[config.mk]
export PLATFORM = sky130hd
export DESIGN_NAME = aux_req_engine
export DESIGN_NICKNAME = d
export VERILOG_FILES = /design/src/rtl/aux_eng_pkg.sv /design/src/rtl/aux_byte_fifo.sv /design/src/rtl/aux_host_regs.sv /design/src/rtl/aux_link_seq.sv /design/src/rtl/aux_req_engine.sv
export SDC_FILE = /design/constraint.sdc
export NUM_CORES = 1
export LEC_CHECK = 0
export BUFFER_PORTS_ARGS = -buffer_cell sky130_fd_sc_hd__buf_4
export CORE_ASPECT_RATIO = 0.6
export CORE_MARGIN = 5
export CORE_UTILIZATION = 55
export DETAILED_ROUTE_END_ITERATION = 8
export PLACE_DENSITY = 0.73
export SYNTH_ARGS = -nofsm -noshare
export SYNTH_HDL_FRONTEND = slang
export SYNTH_SLANG_ARGS = --single-unit
[constraint.sdc]
create_clock -name clk -period 5.9 [get_ports clk]
set_clock_uncertainty 0.1 [all_clocks]
set_input_delay 1.18 -clock clk [delete_from_list [all_inputs] [get_ports clk]]
set_output_delay 1.18 -clock clk [all_outputs]
set_load 0.03 [all_outputs]
[src/rtl/aux_eng_pkg.sv]
package aux_eng_pkg;

    localparam int unsigned BYTE_W      = 8;
    localparam int unsigned ADDR_W      = 20;
    localparam int unsigned CMD_W       = 4;
    localparam int unsigned CNT_W       = 5;
    localparam int unsigned LCODE_W     = 4;
    localparam int unsigned CLASS_W     = 3;
    localparam int unsigned MAX_PAYLOAD = 16;

    localparam logic [7:0] OFS_CFG   = 8'h76;
    localparam logic [7:0] OFS_ADR0  = 8'h7D;
    localparam logic [7:0] OFS_ADR1  = 8'h7E;
    localparam logic [7:0] OFS_ADR2  = 8'h7F;
    localparam logic [7:0] OFS_LEN   = 8'h80;
    localparam logic [7:0] OFS_WDAT  = 8'h81;
    localparam logic [7:0] OFS_RDAT  = 8'h82;
    localparam logic [7:0] OFS_CTRL  = 8'h83;
    localparam logic [7:0] OFS_STAT  = 8'h84;
    localparam logic [7:0] CFG_CLEAR = 8'hFF;

    typedef enum logic [2:0] {
        ST_IDLE,
        ST_REQ,
        ST_WDAT,
        ST_WAIT,
        ST_RDAT
    } seq_state_t;

    typedef enum logic [CLASS_W-1:0] {
        RC_NONE      = 3'd0,
        RC_NACK      = 3'd1,
        RC_DEFER     = 3'd2,
        RC_ACK       = 3'd3,
        RC_INVALID   = 3'd4,
        RC_I2C_NACK  = 3'd5,
        RC_I2C_DEFER = 3'd6,
        RC_TIMEOUT   = 3'd7
    } reply_class_t;

    typedef struct packed {
        logic [CMD_W-1:0]   cmd;
        logic [ADDR_W-1:0]  addr;
        logic               nopay;
        logic [LCODE_W-1:0] len_code;
    } req_desc_t;

endpackage

[src/rtl/aux_byte_fifo.sv]
module aux_byte_fifo #(
    parameter int unsigned WIDTH = 8,
    parameter int unsigned DEPTH = 16
) (
    input  logic             clk,
    input  logic             rst_n,
    input  logic             clr,
    input  logic             push,
    input  logic [WIDTH-1:0] push_data,
    input  logic             pop,
    output logic [WIDTH-1:0] head,
    output logic             empty,
    output logic             full
);
    localparam int unsigned PTR_W = (DEPTH > 1) ? $clog2(DEPTH) : 1;
    localparam int unsigned CNT_W = $clog2(DEPTH + 1);
    localparam logic [CNT_W-1:0] CNT_FULL = CNT_W'(DEPTH);
    localparam logic [PTR_W-1:0] PTR_LAST = PTR_W'(DEPTH - 1);

    logic [WIDTH-1:0] mem [DEPTH];
    logic [PTR_W-1:0] wr_ptr;
    logic [PTR_W-1:0] rd_ptr;
    logic [CNT_W-1:0] fill;

    logic do_push;
    logic do_pop;

    always_comb begin
        empty   = (fill == '0);
        full    = (fill == CNT_FULL);
        do_push = push && !full;
        do_pop  = pop && !empty;
        head    = empty ? '0 : mem[rd_ptr];
    end

    always_ff @(posedge clk or negedge rst_n) begin
        if (!rst_n) begin
            wr_ptr <= '0;
            rd_ptr <= '0;
            fill   <= '0;
        end else if (clr) begin
            wr_ptr <= '0;
            rd_ptr <= '0;
            fill   <= '0;
        end else begin
            if (do_push) begin
                wr_ptr <= (wr_ptr == PTR_LAST) ? '0 : wr_ptr + 1'b1;
            end
            if (do_pop) begin
                rd_ptr <= (rd_ptr == PTR_LAST) ? '0 : rd_ptr + 1'b1;
            end
            unique case ({do_push, do_pop})
                2'b10:   fill <= fill + 1'b1;
                2'b01:   fill <= fill - 1'b1;
                default: fill <= fill;
            endcase
        end
    end

    always_ff @(posedge clk) begin
        if (do_push && !clr) begin
            mem[wr_ptr] <= push_data;
        end
    end

endmodule

[src/rtl/aux_host_regs.sv]
module aux_host_regs
    import aux_eng_pkg::*;
(
    input  logic              clk,
    input  logic              rst_n,
    input  logic              reg_wr,
    input  logic              reg_rd,
    input  logic [7:0]        reg_addr,
    input  logic [BYTE_W-1:0] reg_wdata,
    output logic [BYTE_W-1:0] reg_rdata,
    input  logic              seq_busy,
    input  logic [7:0]        seq_status,
    input  logic [BYTE_W-1:0] rx_head,
    output req_desc_t         desc,
    output logic              clr,
    output logic              send,
    output logic              tx_push,
    output logic [BYTE_W-1:0] tx_data,
    output logic              rx_pop
);
    logic [7:0] adr0_q;
    logic [7:0] adr1_q;
    logic [7:0] adr2_q;
    logic [7:0] len_q;

    always_comb begin
        clr     = reg_wr && (reg_addr == OFS_CFG) && (reg_wdata == CFG_CLEAR);
        send    = reg_wr && (reg_addr == OFS_CTRL) && reg_wdata[0];
        tx_push = reg_wr && (reg_addr == OFS_WDAT);
        tx_data = reg_wdata;
        rx_pop  = reg_rd && (reg_addr == OFS_RDAT);

        desc.addr     = {adr2_q[3:0], adr1_q, adr0_q};
        desc.cmd      = adr2_q[7:4];
        desc.nopay    = len_q[7];
        desc.len_code = len_q[LCODE_W-1:0];
    end

    always_ff @(posedge clk or negedge rst_n) begin
        if (!rst_n) begin
            adr0_q <= '0;
            adr1_q <= '0;
            adr2_q <= '0;
            len_q  <= '0;
        end else if (clr) begin
            adr0_q <= '0;
            adr1_q <= '0;
            adr2_q <= '0;
            len_q  <= '0;
        end else if (reg_wr) begin
            case (reg_addr)
                OFS_ADR0: adr0_q <= reg_wdata;
                OFS_ADR1: adr1_q <= reg_wdata;
                OFS_ADR2: adr2_q <= reg_wdata;
                OFS_LEN:  len_q  <= {reg_wdata[7], 3'b000, reg_wdata[LCODE_W-1:0]};
                default:  ;
            endcase
        end
    end

    always_comb begin
        case (reg_addr)
            OFS_ADR0: reg_rdata = adr0_q;
            OFS_ADR1: reg_rdata = adr1_q;
            OFS_ADR2: reg_rdata = adr2_q;
            OFS_LEN:  reg_rdata = len_q;
            OFS_RDAT: reg_rdata = rx_head;
            OFS_CTRL: reg_rdata = {7'b0, seq_busy};
            OFS_STAT: reg_rdata = seq_status;
            default:  reg_rdata = '0;
        endcase
    end

endmodule

[src/rtl/aux_link_seq.sv]
module aux_link_seq
    import aux_eng_pkg::*;
#(
    parameter int unsigned TIMEOUT_CYC = 4096
) (
    input  logic               clk,
    input  logic               rst_n,
    input  logic               clr,
    input  logic               send,
    input  req_desc_t          desc,
    input  logic [BYTE_W-1:0]  tx_head,
    output logic               tx_pop,
    output logic               rx_push,
    output logic [BYTE_W-1:0]  rx_data,
    output logic               busy,
    output logic [7:0]         status,
    output logic               lnk_req_valid,
    input  logic               lnk_req_ready,
    output logic [CMD_W-1:0]   lnk_cmd,
    output logic [ADDR_W-1:0]  lnk_addr,
    output logic [CNT_W-1:0]   lnk_len,
    output logic               lnk_wr_valid,
    input  logic               lnk_wr_ready,
    output logic [BYTE_W-1:0]  lnk_wr_data,
    input  logic               lnk_rsp_valid,
    input  logic [CLASS_W-1:0] lnk_rsp_class,
    input  logic [CNT_W-1:0]   lnk_rsp_count,
    input  logic               lnk_rd_valid,
    input  logic [BYTE_W-1:0]  lnk_rd_data
);
    localparam int unsigned TMO_W = (TIMEOUT_CYC > 2) ? $clog2(TIMEOUT_CYC) : 1;
    localparam logic [TMO_W-1:0] TMO_LAST = TMO_W'(TIMEOUT_CYC - 1);
    localparam logic [CNT_W-1:0] CNT_MAX  = CNT_W'(MAX_PAYLOAD);

    seq_state_t state_q;
    seq_state_t state_d;

    logic [CMD_W-1:0]   cur_cmd;
    logic [ADDR_W-1:0]  cur_addr;
    logic [CNT_W-1:0]   cur_len;
    logic [CNT_W-1:0]   sent_cnt;
    logic [CNT_W-1:0]   rd_left;
    logic [CLASS_W-1:0] pend_class;
    logic [CNT_W-1:0]   pend_cnt;
    logic [TMO_W-1:0]   tmo_cnt;
    logic [7:0]         status_q;

    logic               start;
    logic               cur_read;
    logic [CNT_W-1:0]   rsp_cap;
    logic [CNT_W-1:0]   desc_len;
    logic               finish;
    logic [7:0]         fin_status;
    logic               tmo_fire;

    always_comb begin
        desc_len = desc.nopay ? '0 : CNT_W'(desc.len_code) + 1'b1;
        rsp_cap  = (lnk_rsp_count > CNT_MAX) ? CNT_MAX : lnk_rsp_count;
        cur_read = cur_cmd[0];
        start    = (state_q == ST_IDLE) && send;
    end

    // next-state logic
    always_comb begin
        state_d    = state_q;
        finish     = 1'b0;
        fin_status = status_q;
        unique case (state_q)
            ST_IDLE: begin
                if (send) state_d = ST_REQ;
            end
            ST_REQ: begin
                if (lnk_req_ready) begin
                    state_d = (!cur_read && cur_len != '0) ? ST_WDAT : ST_WAIT;
                end
            end
            ST_WDAT: begin
                if (lnk_wr_ready && (sent_cnt == cur_len - 1'b1)) state_d = ST_WAIT;
            end
            ST_WAIT: begin
                if (lnk_rsp_valid) begin
                    if (cur_read && cur_len != '0 && rsp_cap != '0) begin
                        state_d = ST_RDAT;
                    end else begin
                        state_d    = ST_IDLE;
                        finish     = 1'b1;
                        fin_status = {lnk_rsp_class, rsp_cap};
                    end
                end
            end
            ST_RDAT: begin
                if (lnk_rd_valid && rd_left == 1) begin
                    state_d    = ST_IDLE;
                    finish     = 1'b1;
                    fin_status = {pend_class, pend_cnt};
                end
            end
            default: state_d = ST_IDLE;
        endcase
        tmo_fire = (state_q != ST_IDLE) && (tmo_cnt == TMO_LAST) && !finish;
        if (tmo_fire) state_d = ST_IDLE;
        if (clr) state_d = ST_IDLE;
    end

    // state register
    always_ff @(posedge clk or negedge rst_n) begin
        if (!rst_n) state_q <= ST_IDLE;
        else        state_q <= state_d;
    end

    // request context, counters and status
    always_ff @(posedge clk or negedge rst_n) begin
        if (!rst_n) begin
            cur_cmd    <= '0;
            cur_addr   <= '0;
            cur_len    <= '0;
            sent_cnt   <= '0;
            rd_left    <= '0;
            pend_class <= '0;
            pend_cnt   <= '0;
            tmo_cnt    <= '0;
            status_q   <= '0;
        end else if (clr) begin
            cur_cmd    <= '0;
            cur_addr   <= '0;
            cur_len    <= '0;
            sent_cnt   <= '0;
            rd_left    <= '0;
            pend_class <= '0;
            pend_cnt   <= '0;
            tmo_cnt    <= '0;
            status_q   <= '0;
        end else begin
            if (start) begin
                cur_cmd  <= desc.cmd;
                cur_addr <= desc.addr;
                cur_len  <= desc_len;
                sent_cnt <= '0;
                tmo_cnt  <= '0;
            end else if (state_q != ST_IDLE) begin
                tmo_cnt <= tmo_cnt + 1'b1;
            end
            if (state_q == ST_WDAT && lnk_wr_ready) begin
                sent_cnt <= sent_cnt + 1'b1;
            end
            if (state_q == ST_WAIT && lnk_rsp_valid) begin
                pend_class <= lnk_rsp_class;
                pend_cnt   <= rsp_cap;
                rd_left    <= rsp_cap;
            end
            if (state_q == ST_RDAT && lnk_rd_valid) begin
                rd_left <= rd_left - 1'b1;
            end
            if (finish) begin
                status_q <= fin_status;
            end else if (tmo_fire) begin
                status_q <= {RC_TIMEOUT, {CNT_W{1'b0}}};
            end
        end
    end

    // outputs
    always_comb begin
        busy          = (state_q != ST_IDLE);
        status        = status_q;
        lnk_req_valid = (state_q == ST_REQ);
        lnk_cmd       = cur_cmd;
        lnk_addr      = cur_addr;
        lnk_len       = cur_len;
        lnk_wr_valid  = (state_q == ST_WDAT);
        lnk_wr_data   = tx_head;
        tx_pop        = (state_q == ST_WDAT) && lnk_wr_ready;
        rx_push       = (state_q == ST_RDAT) && lnk_rd_valid;
        rx_data       = lnk_rd_data;
    end

endmodule

[src/rtl/aux_req_engine.sv]
module aux_req_engine
    import aux_eng_pkg::*;
#(
    parameter int unsigned TIMEOUT_CYC = 4096,
    parameter int unsigned FIFO_DEPTH  = MAX_PAYLOAD
) (
    input  logic         clk,
    input  logic         rst_n,
    input  logic         reg_wr,
    input  logic         reg_rd,
    input  logic [7:0]   reg_addr,
    input  logic [7:0]   reg_wdata,
    output logic [7:0]   reg_rdata,
    output logic         lnk_req_valid,
    input  logic         lnk_req_ready,
    output logic [3:0]   lnk_cmd,
    output logic [19:0]  lnk_addr,
    output logic [4:0]   lnk_len,
    output logic         lnk_wr_valid,
    input  logic         lnk_wr_ready,
    output logic [7:0]   lnk_wr_data,
    input  logic         lnk_rsp_valid,
    input  logic [2:0]   lnk_rsp_class,
    input  logic [4:0]   lnk_rsp_count,
    input  logic         lnk_rd_valid,
    input  logic [7:0]   lnk_rd_data
);
    req_desc_t         desc;
    logic              eng_clr;
    logic              eng_send;
    logic              tx_push;
    logic [BYTE_W-1:0] tx_wdata;
    logic              tx_pop;
    logic [BYTE_W-1:0] tx_head;
    logic              tx_empty;
    logic              tx_full;
    logic              rx_push;
    logic [BYTE_W-1:0] rx_wdata;
    logic              rx_pop;
    logic [BYTE_W-1:0] rx_head;
    logic              rx_empty;
    logic              rx_full;
    logic              eng_busy;
    logic [7:0]        eng_status;

    aux_host_regs u_regs (
        .clk        (clk),
        .rst_n      (rst_n),
        .reg_wr     (reg_wr),
        .reg_rd     (reg_rd),
        .reg_addr   (reg_addr),
        .reg_wdata  (reg_wdata),
        .reg_rdata  (reg_rdata),
        .seq_busy   (eng_busy),
        .seq_status (eng_status),
        .rx_head    (rx_head),
        .desc       (desc),
        .clr        (eng_clr),
        .send       (eng_send),
        .tx_push    (tx_push),
        .tx_data    (tx_wdata),
        .rx_pop     (rx_pop)
    );

    aux_byte_fifo #(.WIDTH(BYTE_W), .DEPTH(FIFO_DEPTH)) u_tx_fifo (
        .clk       (clk),
        .rst_n     (rst_n),
        .clr       (eng_clr),
        .push      (tx_push),
        .push_data (tx_wdata),
        .pop       (tx_pop),
        .head      (tx_head),
        .empty     (tx_empty),
        .full      (tx_full)
    );

    aux_byte_fifo #(.WIDTH(BYTE_W), .DEPTH(FIFO_DEPTH)) u_rx_fifo (
        .clk       (clk),
        .rst_n     (rst_n),
        .clr       (eng_clr),
        .push      (rx_push),
        .push_data (rx_wdata),
        .pop       (rx_pop),
        .head      (rx_head),
        .empty     (rx_empty),
        .full      (rx_full)
    );

    aux_link_seq #(.TIMEOUT_CYC(TIMEOUT_CYC)) u_seq (
        .clk           (clk),
        .rst_n         (rst_n),
        .clr           (eng_clr),
        .send          (eng_send),
        .desc          (desc),
        .tx_head       (tx_head),
        .tx_pop        (tx_pop),
        .rx_push       (rx_push),
        .rx_data       (rx_wdata),
        .busy          (eng_busy),
        .status        (eng_status),
        .lnk_req_valid (lnk_req_valid),
        .lnk_req_ready (lnk_req_ready),
        .lnk_cmd       (lnk_cmd),
        .lnk_addr      (lnk_addr),
        .lnk_len       (lnk_len),
        .lnk_wr_valid  (lnk_wr_valid),
        .lnk_wr_ready  (lnk_wr_ready),
        .lnk_wr_data   (lnk_wr_data),
        .lnk_rsp_valid (lnk_rsp_valid),
        .lnk_rsp_class (lnk_rsp_class),
        .lnk_rsp_count (lnk_rsp_count),
        .lnk_rd_valid  (lnk_rd_valid),
        .lnk_rd_data   (lnk_rd_data)
    );

endmodule

# --- Yosys cells after proc, flatten, opt, wreduce, memory -nomap -nowiden ---
# Memory sizes are Yosys's and may differ from the RTL's.
# Cells that the tools add are included.
word_totals:
  reg_bits: 128
  latchBits: 0
  ram_bits: 256
  rom_bits: 0
  out_inout_bits: 47
  word_cells: 207
  mem_count: 2
op_classes:
  add_sub_neg: 13
  mul: 0
  n_div: 0
  n_lt_le_gt_ge: 1
  eq_ne: 36
  shift: 0
  n_mux: 76
  bitwise: 0
  n_reduce_logical: 59
memory_table:
  columns: ["name", "words", "width", "read_ports", "rd_ports_with_merged_regs", "wr", "line", "source"]
  rows:
  - ["u_rx_fifo.mem", 16, 8, 1, 0, 1, "aux_byte_fifo.sv:20", "logic [WIDTH-1:0] mem [DEPTH];"]
  - ["u_tx_fifo.mem", 16, 8, 1, 0, 1, "aux_byte_fifo.sv:20", null]
op_table:
  columns: ["op", "count"]
  rows:
  - ["$mux 8", 20]
  - ["$mux 5", 13]
  - ["$mux 4", 14]
  - ["$pmux 8 s7", 1]
  - ["$eq 8x8->1 const B", 6]
  - ["$mux 20", 2]
  - ["$mux 12", 3]
  - ["$eq 8x7->1 const B", 4]
  - ["$mux 3", 10]
  - ["$logic_and 1x1->1", 23]
  - ["$reduce_bool 2->1", 11]
  - ["$reduce_bool 3->1", 7]
  - ["$pmux 5 s2", 2]
  - ["$sub 5x1->5 const B", 4]
  - ["$add 4x1->4 const B", 4]
  - ["$eq 4x4->1 const B", 4]
  - ["$ne 4x4->1 const B", 4]
  - ["$pmux 8 s2", 1]
  - ["$add 5x1->5 const B", 3]
  - ["$pmux 3 s5", 1]
  - ["$add 12x1->12 const B", 1]
  - ["$eq 12x12->1 const B", 1]
  - ["$eq 5x5->1 const B", 2]
  - ["$logic_not 5->1", 2]
  - ["other kinds (19)", 42]

# --- Longest topological paths before layout ---
# Gate-level depths: netlist (run 1).
logic_depth:
  depth_word: 12
  mapped_depth: 12
  ltp_nobuf: 11

# --- Cells and area by module ---
# From an unflattened synthesis (run 1), not the netlist that was laid out.
hier_totals:
  hier_cells: 1201
  area_unflattened_um2: 17106.4
modules_own_cells:
  columns: ["mod", "n_inst", "cells_per_inst", "area_each_um2", "seq_area_each_um2"]
  rows:
  - ["aux_byte_fifo at u_tx_fifo", 1, 319, 5811.8, 4169.0]
  - ["aux_byte_fifo at u_rx_fifo", 1, 318, 5805.6, 4169.0]
  - ["aux_link_seq", 1, 364, 3629.7, 1751.7]
  - ["aux_host_regs", 1, 200, 1859.3, 725.7]

# --- Worst setup path before layout (run 1) ---
# No wires, ideal clock.
synth_timing:
  path_kind: "in2out"
  startpoint: "input port reg_addr[4]"
  endpoint: "output port reg_rdata[4]"
  t_arrival_ns: 2.853
  t_required_ns: 4.620
  path_slack_ns: 1.767
  stages: 7
  path_buffers: 1
  cell_sequence: "or4b_4 nor4_1 and2_1 clkbuf_1 a22o_1 a221oi_1 o21ai_0"
synth_between:
  elab_chain_len: 2
  word_cells_on_any_way: 8
synth_lines:
  columns: ["item", "line", "source"]
  rows:
  - ["start: declaration", "aux_req_engine.sv:11", "input logic [7:0] reg_addr,"]
  - ["$eq 8x8->1 / $eq 8x7->1 (equally long branches)", "aux_host_regs.sv:62", "case (reg_addr)"]
  - ["$pmux 8 s7 (*)", "aux_host_regs.sv:62", null]
  - ["end: declaration", "aux_req_engine.sv:13", "output logic [7:0] reg_rdata,"]
# Mark *: on every way between the ends. The rest lies on a longest branch, timed or not.

# --- Final worst setup path (run 1) ---
layout_timing:
  startpoint: "register u_rx_fifo.rd_ptr[0]"
  endpoint: "output port reg_rdata[1]"
layout_between:
  elab_chain_len: 3
layout_lines:
  columns: ["item", "line", "source"]
  rows:
  - ["start: declaration", "aux_byte_fifo.sv:22", "logic [PTR_W-1:0] rd_ptr;"]
  - ["start signal: assignment", "aux_byte_fifo.sv:50", "rd_ptr <= (rd_ptr == PTR_LAST) ? '0 : rd_ptr + 1'b1;"]
  - ["$mem_v2 16x8", null, null]
  - ["$mux 8", "aux_byte_fifo.sv:33", "head = empty ? '0 : mem[rd_ptr];"]
  - ["$pmux 8 s7", "aux_host_regs.sv:62", null]
# Every way passes these cells.

==> impl_metrics.csv, run 1 <==
group,metric,value,unit
worst_hold_path,hold_start,"u_seq.pend_cnt[2]",
cells_and_area,fillers,2176,
pwr,clockPowerShare,34.0,%
global_route,grt_pass1_wl,59.19,mm
yosys,yosysTopAreaCell,"edfxtp_1",
global_route,grt_pass1_vias,9651,
critical_path,rr_startpoint,"u_seq.state_q[0]",
sta,fin_setup_tns,0,ns
cts,clock_latency,0.54,ns
worst_hold_path,hp-class,"reg2reg",
yosys,synthesis.area,0.01655,mm^2
sta,relSlewSlack,26.28,%
yosys,yosysUniqueCellTypes,69,
yosys,synth-async-reset-ratio,32.81,%
yosys,synthTopCellsByArea,"edfxtp_1, dfrtp_1, mux4_2, nor2_1, mux2i_1",
cts,post-cts-setup-buffers,0,
global_route,grt-ovfl-total,0,
yosys,netlist_instances,1112,
drt,drt_iter0_markers,1150,
drt,postRouteAntennaNets,0,
drt,vias_per_cell,6.199,
placed_design,hpwl,26.45,mm
floorplan,coreArea,0.02980,mm^2
cts,clk_transition_reported_paths,0.07,ns
sta,worst_slew_pin_slew,1.106,ns
critical_path,crit_arrival,3.36,ns
cells_and_area,seq_area,0.01082,mm^2
sta,layout_setup_ws,1.264,ns
worst_hold_path,whs_endpoint,"u_seq.pend_cnt[2]",
cells_and_area,nets,1263,
critical_path,reg2reg_slack,2.60,ns
floorplan,fp.dieW,233.9,um
pwr,comb_power_share,18.6,%
sta,max_freq,215.7,MHz
cts,cts_buffers,35,
run_status,status,"finished clean",
placed_design,gp_congestion,0.8961,
worst_hold_path,hold_depth,2,
sta,hold_ws,0.4234,ns
drt,wl_per_cell,23.71,um
pwr,vdd_ir_drop_max,234.4,uV
drt,dr.pass1.iters,8,
yosys,seq_area_frac_synth,65.35,%
pwr,powerDensity,368.0,mW/mm^2
pwr,leakagePower,7.198,nW
critical_path,cp-end-kind,"primary output",
drt,postRouteWirelength,38.71,mm
yosys,synth_enable_flop_cells,256,
cells_and_area,multiInputGateArea,0.005408,mm^2
sta,rsz0062_at_grt,"false",
critical_path,critPathKind,"reg2out",
sta,fin_crit,4.636,ns
floorplan,initial_utilization,55.54,%
cts,clock_path_buffers,3,
floorplan,ios,87,
sta,hold_viol,0,
critical_path,cp-start-kind,"flop",
yosys,synth_ff_type,"edfxtp_1",
placed_design,post-place-ws,1.383,ns
yosys,syn_nets,1177,
drt,vias,10120,
yosys,synth_top_area_share,46.45,%
cts,ctsResizeCount,0,
sta,fin_crit_sh,78.58,%
cts,cts-htree-levels,2,
cells_and_area,instances_no_fill,1633,
critical_path,r2r_cells,9,
global_route,grt_usage,23.40,%
flow_run,max_cap_viol_count,0,
sta,final_max_slew_viol_count,0,
floorplan,die_h,144.4,um
yosys,ys_warn_count,0,
cts,cts_tree,"built",
cts,cts-root-buf,"clkbuf_16",
sta,setup_viol_count_final,0,
floorplan,die_area,0.03377,mm^2
critical_path,cp_max_fo,33,
global_route,grt_max_degree,83,
pwr,power_frac_seq,47.4,%
critical_path,cp.required,4.62,ns
placed_design,post-place-cells,1569,
pwr,swShare,27.79,%
global_route,antenna_found_initial,0,
critical_path,r2r_end,"u_tx_fifo.fill[4]",
cts,cts_hold_buffers,0,
pwr,intPower,4.996,mW
drt,drc,0,
yosys,synth.ff_latch_count,381,
yosys,synth_area_per_cell,14.88,um^2
cells_and_area,drive_above_1_share,20.75,%
placed_design,io_buffers,86,
cells_and_area,area_growth,13.60,%
floorplan,placementRows,49,
cts,cts_sinks,381,
pwr,netSwitchingPower,1.922,mW
placed cells by master (no fill, tap or decap), types with 19 or more instances in the layout:
master / n
a21oi_1: 41
and2_1: 22
buf_4: 103
clkbuf_16: 36
dfrtp_1: 123
edfxtp_1: 256
ha_1: 23
inv_1: 21
mux2i_1: 35
mux4_2: 80
nand2_1: 78
nand3_1: 31
nor2_1: 99
nor3_1: 25
o21ai_0: 19
o21ai_1: 24
kinds of logic (layout without fill, tap and decap cells):
| kind of cell | Yosys count | after routing | synth area share, % |
|---|---|---|---|
| DFF | 381 | 381 | 65.35 |
| and+or+nand+nor | 328 | 328 | 9.821 |
| AOI/OAI and AO/OA | 163 | 163 | 6.532 |
| muxes | 116 | 116 | 13.07 |
| buffers and inverters | 76 | 188 | 1.981 |
| adders and majority gates | 25 | 25 | 1.981 |
| xor gates and xnor gates | 23 | 23 | 1.263 |
| other | 0 | 1 | 0 |
flip-flops by register name, summed over array words and instances (netlist names), 8 cells and up:
register / cells
u_regs.adr0_q: 8
u_regs.adr1_q: 8
u_regs.adr2_q: 8
u_rx_fifo.mem: 128
u_seq.lnk_addr: 20
u_seq.status: 8
u_seq.tmo_cnt: 12
u_tx_fifo.mem: 128
worst max path at each step:
stage | startpoint | endpoint | depth (start not counted)
final | u_rx_fifo.rd_ptr[0] | reg_rdata[1] | 6
after global routing | u_rx_fifo.rd_ptr[0] | reg_rdata[1] | 6
after CTS | u_rx_fifo.rd_ptr[0] | reg_rdata[1] | 6
after detailed placement | reg_addr[2] | reg_rdata[4] | 7
after global placement | reg_addr[2] | reg_rdata[6] | 7
after floorplan | reg_addr[4] | reg_rdata[4] | 7
Yosys cell counts, drive strengths merged, types with 18 or more instances:
cell type  count
a21oi         41
edfxtp       256
mux2i         35
a22o          18
nor3          27
nor2         101
buf           21
mux4          80
ha            23
and2          22
nand2         79
inv           21
nand3         32
o21ai         44
clkbuf        34
dfrtp        125
final cells by class:
class / count / share of cell area, %
Antenna cell: 1 / 0.01331
Clock buffer: 46 / 5.258
Clock inverter: 17 / 1.118
Inverter: 21 / 0.4193
Multi-Input combinational cell: 655 / 28.76
Sequential cell: 381 / 57.54
Tap cell: 408 / 2.715
Timing Repair Buffer: 104 / 4.173
per-stage QoR:
| stage | total power [mW] | util, % | cell area (um^2) |
|---|---|---|---|
| 6_report | 6.918 | 63.10 | 18800 |
| 5_1_grt | 7.229 | 63.09 | 18800 |
| 4_1_cts | 6.949 | 63.09 | 18800 |
| 3_5_place_dp | 4.618 | 59.07 | 17600 |
| 3_3_place_gp | 4.575 | 59.07 | 17600 |
| 2_1_floorplan | 4.172 | - | 16550 |
power groups by stage:
stage | Sequential [mW] | Clock, mW | Combinational, mW
after floorplan | 3.16 | 0 | 1.01
after global placement | 3.32 | 0 | 1.25
after detailed placement | 3.33 | 0 | 1.29
after CTS | 3.28 | 2.38 | 1.29
after global routing | 3.31 | 2.51 | 1.41
final | 3.28 | 2.35 | 1.29
worst max-delay path: stages, from the launching register on:
cell and delay, ns:
dfrtp_2 1.10, buf_4 0.25, mux4_2 0.48, mux4_2 0.48, nand3_1 0.11, nand3_1 0.16, buf_4 0.22
metal layers:
metal / share of wire, % / vias to the layer above / wire length (um) / GRT usage, %
met5: 0 / - / 0 / 0
met3: 10 / 47 / 3999 / 5.024
met2: 41 / 492 / 15830 / 31.19
met1: 47 / 5135 / 18190 / 39.45
met4: 1.8 / 0 / 699 / 5.218
li1: - / 4449 / - / -
(Power assumes the default switching activity.)
==> inputs of run 2 (changes only) <==
--- a/config.mk
+++ b/config.mk
@@ -5,6 +5,7 @@
 export SDC_FILE = /design/constraint.sdc
 export NUM_CORES = 1
 export LEC_CHECK = 0
+export ABC_AREA = 1
 export BUFFER_PORTS_ARGS = -buffer_cell sky130_fd_sc_hd__buf_4
 export CORE_ASPECT_RATIO = 0.6
 export CORE_MARGIN = 5
==> constraint.sdc (replaced) <==
create_clock -name clk -period 4.65 [get_ports clk]
set_clock_uncertainty 0.1 [all_clocks]
set_input_delay 0.93 -clock clk [delete_from_list [all_inputs] [get_ports clk]]
set_output_delay 0.93 -clock clk [all_outputs]
set_load 0.03 [all_outputs]
==> run 2 against run 1 <==
Flip-flop and latch count stayed put. Die area grew 3.1%. First-iteration DRC count grew 48%. Total power grew 37%. Global-route usage is 2.4 points higher. Synthesized area increased by 3.3%.
==> impl_metrics.csv, run 2 <==
group,metric,value,unit
sta,final_max_slew_viol_count,0,
critical_path,crit_family,"buffers and inverters",
pwr,netSwitchingPower,3.128,mW
drt,wl_per_cell,20.97,um
placed_design,io_buffers,86,
critical_path,cp_max_fo,32,
yosys,yosysMostFrequentCell,"nand2_1",
floorplan,coreArea,0.03090,mm^2
cells_and_area,area_growth,12.82,%
critical_path,rr_startpoint,"u_seq.state_q[0]",
sta,max_freq,258.6,MHz
yosys,seq_area_frac_synth,63.25,%
drt,drc,0,
drt,vias,12960,
critical_path,cpPeakStageDelay,0.44,ns
placed_design,hpwl,31.63,mm
yosys,synth_area_per_cell,10.26,um^2
flow_run,max_cap_viol_count,0,
worst_hold_path,hp-class,"reg2reg",
cts,post-cts-setup-buffers,0,
global_route,grt_usage,25.77,%
yosys,synth.ff_latch_count,381,
drt,drt_iter0_markers,1699,
placed_design,gp_congestion,0.9303,
yosys,ys_top_cells_by_count,"nand2_1, edfxtp_1, nor2_1",
critical_path,crit_arrival,2.84,ns
pwr,power_frac_seq,43.3,%
pwr,clockPowerShare,31.9,%
cells_and_area,fillers,2476,
cts,cts-htree-levels,2,
cts,clock_latency,0.52,ns
critical_path,cp-end-kind,"primary output",
cts,clock_path_buffers,3,
pwr,finalPower,9.489,mW
sta,fin_crit,3.866,ns
worst_hold_path,hold_start,"u_seq.pend_cnt[3]",
floorplan,die_area,0.03483,mm^2
drt,postRouteWirelength,45.78,mm
pwr,intPower,6.361,mW
cells_and_area,fin_util,62.42,%
cts,cts-root-buf,"clkbuf_16",
sta,hold_viol,0,
yosys,syn_nets,1731,
critical_path,critPathKind,"reg2out",
cts,clk_transition_reported_paths,0.07,ns
drt,dr.pass1.iters,5,
yosys,synth_ff_type,"edfxtp_1",
cells_and_area,final_common_cell,"nand2_1",
floorplan,die_h,146.6,um
floorplan,placementRows,50,
cells_and_area,drive_above_1_share,11.15,%
pwr,powerDensity,491.9,mW/mm^2
yosys,synthesis.area,0.01710,mm^2
yosys,synth_top_area_share,44.96,%
floorplan,ios,87,
critical_path,cp_num_buf_inv,3,
sta,relSlewSlack,34.45,%
drt,vias_per_cell,5.937,
cts,ctsResizeCount,0,
cells_and_area,antennaDiodeCount,0,
yosys,ys_warn_count,0,
floorplan,initial_utilization,55.33,%
cells_and_area,final_cell_mix,"nand2_1, edfxtp_1, nor2_1, o21ai_0, dfrtp_1",
global_route,grt_pass1_wl,70.23,mm
global_route,grt_pass1_vias,12060,
pwr,vdd_ir_drop_max,296.4,uV
cells_and_area,multiInputGateArea,0.005527,mm^2
cts,cts_tree,"built",
cts,cts_buffers,36,
critical_path,reg2reg_slack,1.28,ns
sta,worst_slew_pin_slew,0.9796,ns
critical_path,cp.required,3.62,ns
yosys,synthTopCellsByArea,"edfxtp_1, dfrtp_1, nand2_1, o21ai_0, nor2_1",
yosys,synth_enable_flop_cells,256,
critical_path,cp_slowest_cell,"inv_2",
critical_path,cp-start-kind,"flop",
sta,fin_crit_sh,83.15,%
sta,rsz0062_at_grt,"false",
global_route,grt_max_degree,78,
yosys,netlist_instances,1666,
critical_path,crit_chain,"inv_2 > buf_4 > o21ai_0 > o221ai_1 > nand3_1 > nand2_1 > nand3_1 > nand2_1 > buf_4",
pwr,swShare,32.96,%
yosys,yosysUniqueCellTypes,51,
sta,fin_setup_tns,0,ns
global_route,antenna_found_initial,0,
floorplan,fp.dieW,237.6,um
run_status,status,"finished clean",
yosys,yosysTopAreaCell,"edfxtp_1",
yosys,synth-async-reset-ratio,32.81,%
drt,postRouteAntennaNets,0,
cts,cts_sinks,381,
cts,cts_hold_buffers,0,
pwr,leakagePower,7.833,nW
global_route,grt-ovfl-total,0,
pwr,comb_power_share,24.9,%
sta,setup_viol_count_final,0,
cells_and_area,seq_area,0.01082,mm^2
critical_path,startpoint,"u_rx_fifo.rd_ptr[0]",
cells_and_area,nets,1806,
## run 2: stage by stage
stage | std cells | setup WS [ns] | cell area, um^2 | hold WS, ns
2_1_floorplan | 1666 | 1.290 | 17100 | 0.3465
3_3_place_gp | 2119 | 1.165 | 18090 | 0.3593
3_5_place_dp | 2119 | 1.110 | 18090 | 0.3652
4_1_cts | 2183 | 0.8837 | 19290 | 0.3812
5_1_grt | 2183 | 0.6616 | 19290 | 0.3991
6_report | 2183 | 0.7836 | 19290 | 0.3856
## run 2: final timing paths
check	cells after the start	end
worst min register to register	2	u_seq.pend_cnt[3]
max in group asynchronous	2	u_rx_fifo.rd_ptr[0]
min in group asynchronous	1	u_seq.tmo_cnt[4]
worst max-delay path	9	reg_rdata[2]
worst min-delay path	2	u_seq.pend_cnt[3]
worst max register to register	9	u_rx_fifo.mem[0][0]
## run 2: logic make-up after synthesis
family | Yosys count | synth area share, %
and+or+nand+nor | 716 | 17.73
DFF | 381 | 63.25
AOI/OAI and AO/OA | 329 | 11.28
buffers and inverters | 189 | 4.427
adders and majority gates | 25 | 1.917
xor gates and xnor gates | 18 | 0.9220
muxes | 8 | 0.4683
## run 2: power groups by stage
stage	sequential (mW)	clock, mW	combinational, mW
2_1_floorplan	4.06	0	1.65
3_3_place_gp	4.15	0	2.25
3_5_place_dp	4.16	0	2.31
4_1_cts	4.10	3.06	2.33
5_1_grt	4.13	3.22	2.58
6_report	4.11	3.02	2.36
## run 2: area by class of cell
type | instances | share of cell area, %
Clock buffer | 50 | 5.468
Timing Repair Buffer | 97 | 3.840
Clock inverter | 14 | 0.7589
Tap cell | 416 | 2.698
Inverter | 129 | 2.510
Sequential cell | 381 | 56.08
Multi-Input combinational cell | 1096 | 28.65
## run 2: metal layers
| metal | up-vias | wire length [um] | share of wire [%] | track usage, % |
|---|---|---|---|---|
| met3 | 63 | 5713 | 12 | 8.269 |
| li1 | 5942 | - | - | - |
| met5 | - | 0 | 0 | 0 |
| met2 | 688 | 18570 | 41 | 34.78 |
| met1 | 6268 | 20770 | 45 | 41.07 |
| met4 | 0 | 726 | 1.6 | 5.017 |
## run 2: worst min-delay path, stage by stage (launching register included)
cell     delay (ns)
dfrtp_1        0.34
nand2_1        0.05
o31ai_1        0.06
==> inputs of run 3 (changes only) <==
==> constraint.sdc (replaced) <==
create_clock -name clk -period 3.85 [get_ports clk]
set_clock_uncertainty 0.1 [all_clocks]
set_input_delay 0.77 -clock clk [delete_from_list [all_inputs] [get_ports clk]]
set_output_delay 0.77 -clock clk [all_outputs]
set_load 0.03 [all_outputs]
==> run 3 against run 2 <==
Clock-buffer cell count down 6. Final area grew 0.84%. Flip-flop and latch count unchanged. Largest power group unchanged. Critical endpoint is now reg_rdata[7]. Largest cell class unchanged. Setup slack got worse by 0.51 ns. Global-route usage is essentially flat. Non-clock buffer count increased by 31. Highest routed layer unchanged.
==> impl_metrics.csv, run 3 (synthesis gave the netlist of run 2 again) <==
group,metric,value,unit
run_status,status,"finished clean",
critical_path,r2r_cells,9,
critical_path,rr_startpoint,"u_seq.state_q[0]",
critical_path,reg2reg_slack,0.71,ns
sta,setup_viol_count_final,0,
floorplan,fp.dieW,237.6,um
pwr,powerDensity,578.9,mW/mm^2
floorplan,die_area,0.03483,mm^2
global_route,grt_pass1_wl,70.40,mm
global_route,grt_max_degree,63,
cts,cts_tree,"built",
global_route,antenna_found_initial,0,
cells_and_area,final_cell_mix,"nand2_1, edfxtp_1, nor2_1, o21ai_0, buf_4",
cts,ctsResizeCount,0,
critical_path,cp-start-kind,"flop",
drt,postRouteAntennaNets,0,
sta,relSlewSlack,37.76,%
cts,cts-htree-levels,2,
cells_and_area,drive_above_1_share,12.24,%
drt,drc,0,
floorplan,die_h,146.6,um
drt,drt_iter0_markers,1798,
floorplan,initial_utilization,55.33,%
worst_hold_path,hp-class,"in2async",
pwr,leakagePower,7.938,nW
critical_path,cp_slowest_cell,"dfrtp_2",
sta,hold_viol,0,
pwr,vdd_ir_drop_max,316.1,uV
sta,fin_crit,3.573,ns
drt,vias,13070,
cts,clock_latency,0.52,ns
critical_path,cp-end-kind,"primary output",
floorplan,ios,87,
drt,wl_per_cell,20.61,um
floorplan,coreArea,0.03090,mm^2
sta,final_max_slew_viol_count,0,
critical_path,cpPeakStageDelay,0.43,ns
placed_design,io_buffers,86,
placed_design,gp_congestion,0.9560,
critical_path,critPathKind,"reg2out",
cts,cts-root-buf,"clkbuf_16",
cells_and_area,nets,1837,
sta,fin_setup_tns,0,ns
critical_path,crit_arrival,2.70,ns
drt,postRouteWirelength,45.61,mm
critical_path,crit_chain,"inv_2 > buf_4 > o21ai_0 > o221ai_1 > nand3_1 > nand2_1 > nand3_1 > nand2_1 > buf_4",
critical_path,cp.required,2.98,ns
floorplan,placementRows,50,
cells_and_area,antennaDiodeCount,0,
flow_run,max_cap_viol_count,0,
cts,cts_sinks,381,
critical_path,r2r_end,"u_rx_fifo.mem[10][4]",
cells_and_area,final_common_cell,"nand2_1",
pwr,finalPower,11.26,mW
drt,dr.pass1.iters,5,
critical_path,cp_max_fo,26,
sta,fin_crit_sh,92.81,%
placed_design,hpwl,31.92,mm
drt,vias_per_cell,5.906,
global_route,grt_usage,25.81,%
cts,cts_buffers,36,
sta,max_freq,279.9,MHz
sta,rsz0062_at_grt,"false",
cts,post-cts-setup-buffers,0,
sta,worst_slew_pin_slew,0.9302,ns
global_route,grt_pass1_vias,11980,
global_route,grt-ovfl-total,0,
cts,cts_hold_buffers,0,
cts,clock_path_buffers,3,
cells_and_area,area_growth,13.76,%
cts,clk_transition_reported_paths,0.06,ns
[run 3: how the worst max path moves through the flow]
stage                   startpoint  depth (start not counted)                 to
2_1_floorplan          reg_addr[6]                          7       reg_rdata[0]
3_3_place_gp           reg_addr[6]                          9       reg_rdata[4]
3_5_place_dp           reg_addr[6]                         15  u_rx_fifo.fill[4]
4_1_cts        u_tx_fifo.rd_ptr[0]                          7     lnk_wr_data[0]
5_1_grt        u_rx_fifo.rd_ptr[1]                          7       reg_rdata[0]
6_report       u_rx_fifo.rd_ptr[0]                          9       reg_rdata[7]
[run 3: through the flow]
| stage | setup slack (ns) | instances | area (um^2) | hold WS, ns | util, % |
|---|---|---|---|---|---|
| detailed placement | 0.6468 | 2150 | 18350 | 0.3688 | 59.37 |
| global placement | 0.7333 | 2150 | 18350 | 0.3612 | 59.37 |
| finish | 0.2770 | 2213 | 19450 | 0.1341 | 62.94 |
| floorplan | 0.8102 | 1666 | 17100 | 0.3465 | - |
| CTS | 0.3143 | 2213 | 19450 | 0.1422 | 62.94 |
| global route | 0.1414 | 2213 | 19450 | 0.1606 | 62.94 |
[run 3: final cells by class]
class                      count  area [um^2]
inverter                     129        484.2
sequential                   381        10820
multi-input combinational   1096         5527
fill                        2413        11450
tap                          416        520.5
timing repair buffer         128        998.5
clock inverter                19        152.6
clock buffer                  44        952.2
[run 3: worst max-delay path, delay by kind of cell, from the launching register on]
| kind | cells | cell delay [ns] |
|---|---|---|
| compound gates | 2 | 0.50 |
| buf+inv | 3 | 0.77 |
| flops | 1 | 0.43 |
| simple gates | 4 | 0.49 |
[run 3: routing by layer]
metal / share of wire (%) / track usage (%) / vias up
li1: - / - / 6004
met1: 44 / 41.90 / 6207
met2: 40 / 34.54 / 787
met3: 13 / 7.665 / 71
met4: 1.7 / 4.758 / 0
met5: 0 / 0 / -
[run 3: where the power goes]
group / internal (mW) / switching [mW] / total, mW
Clock: 1.90 / 1.51 / 3.41
Sequential: 4.65 / 0.310 / 4.96
Combinational: 0.951 / 1.94 / 2.89
Total: 7.50 / 3.76 / 11.3
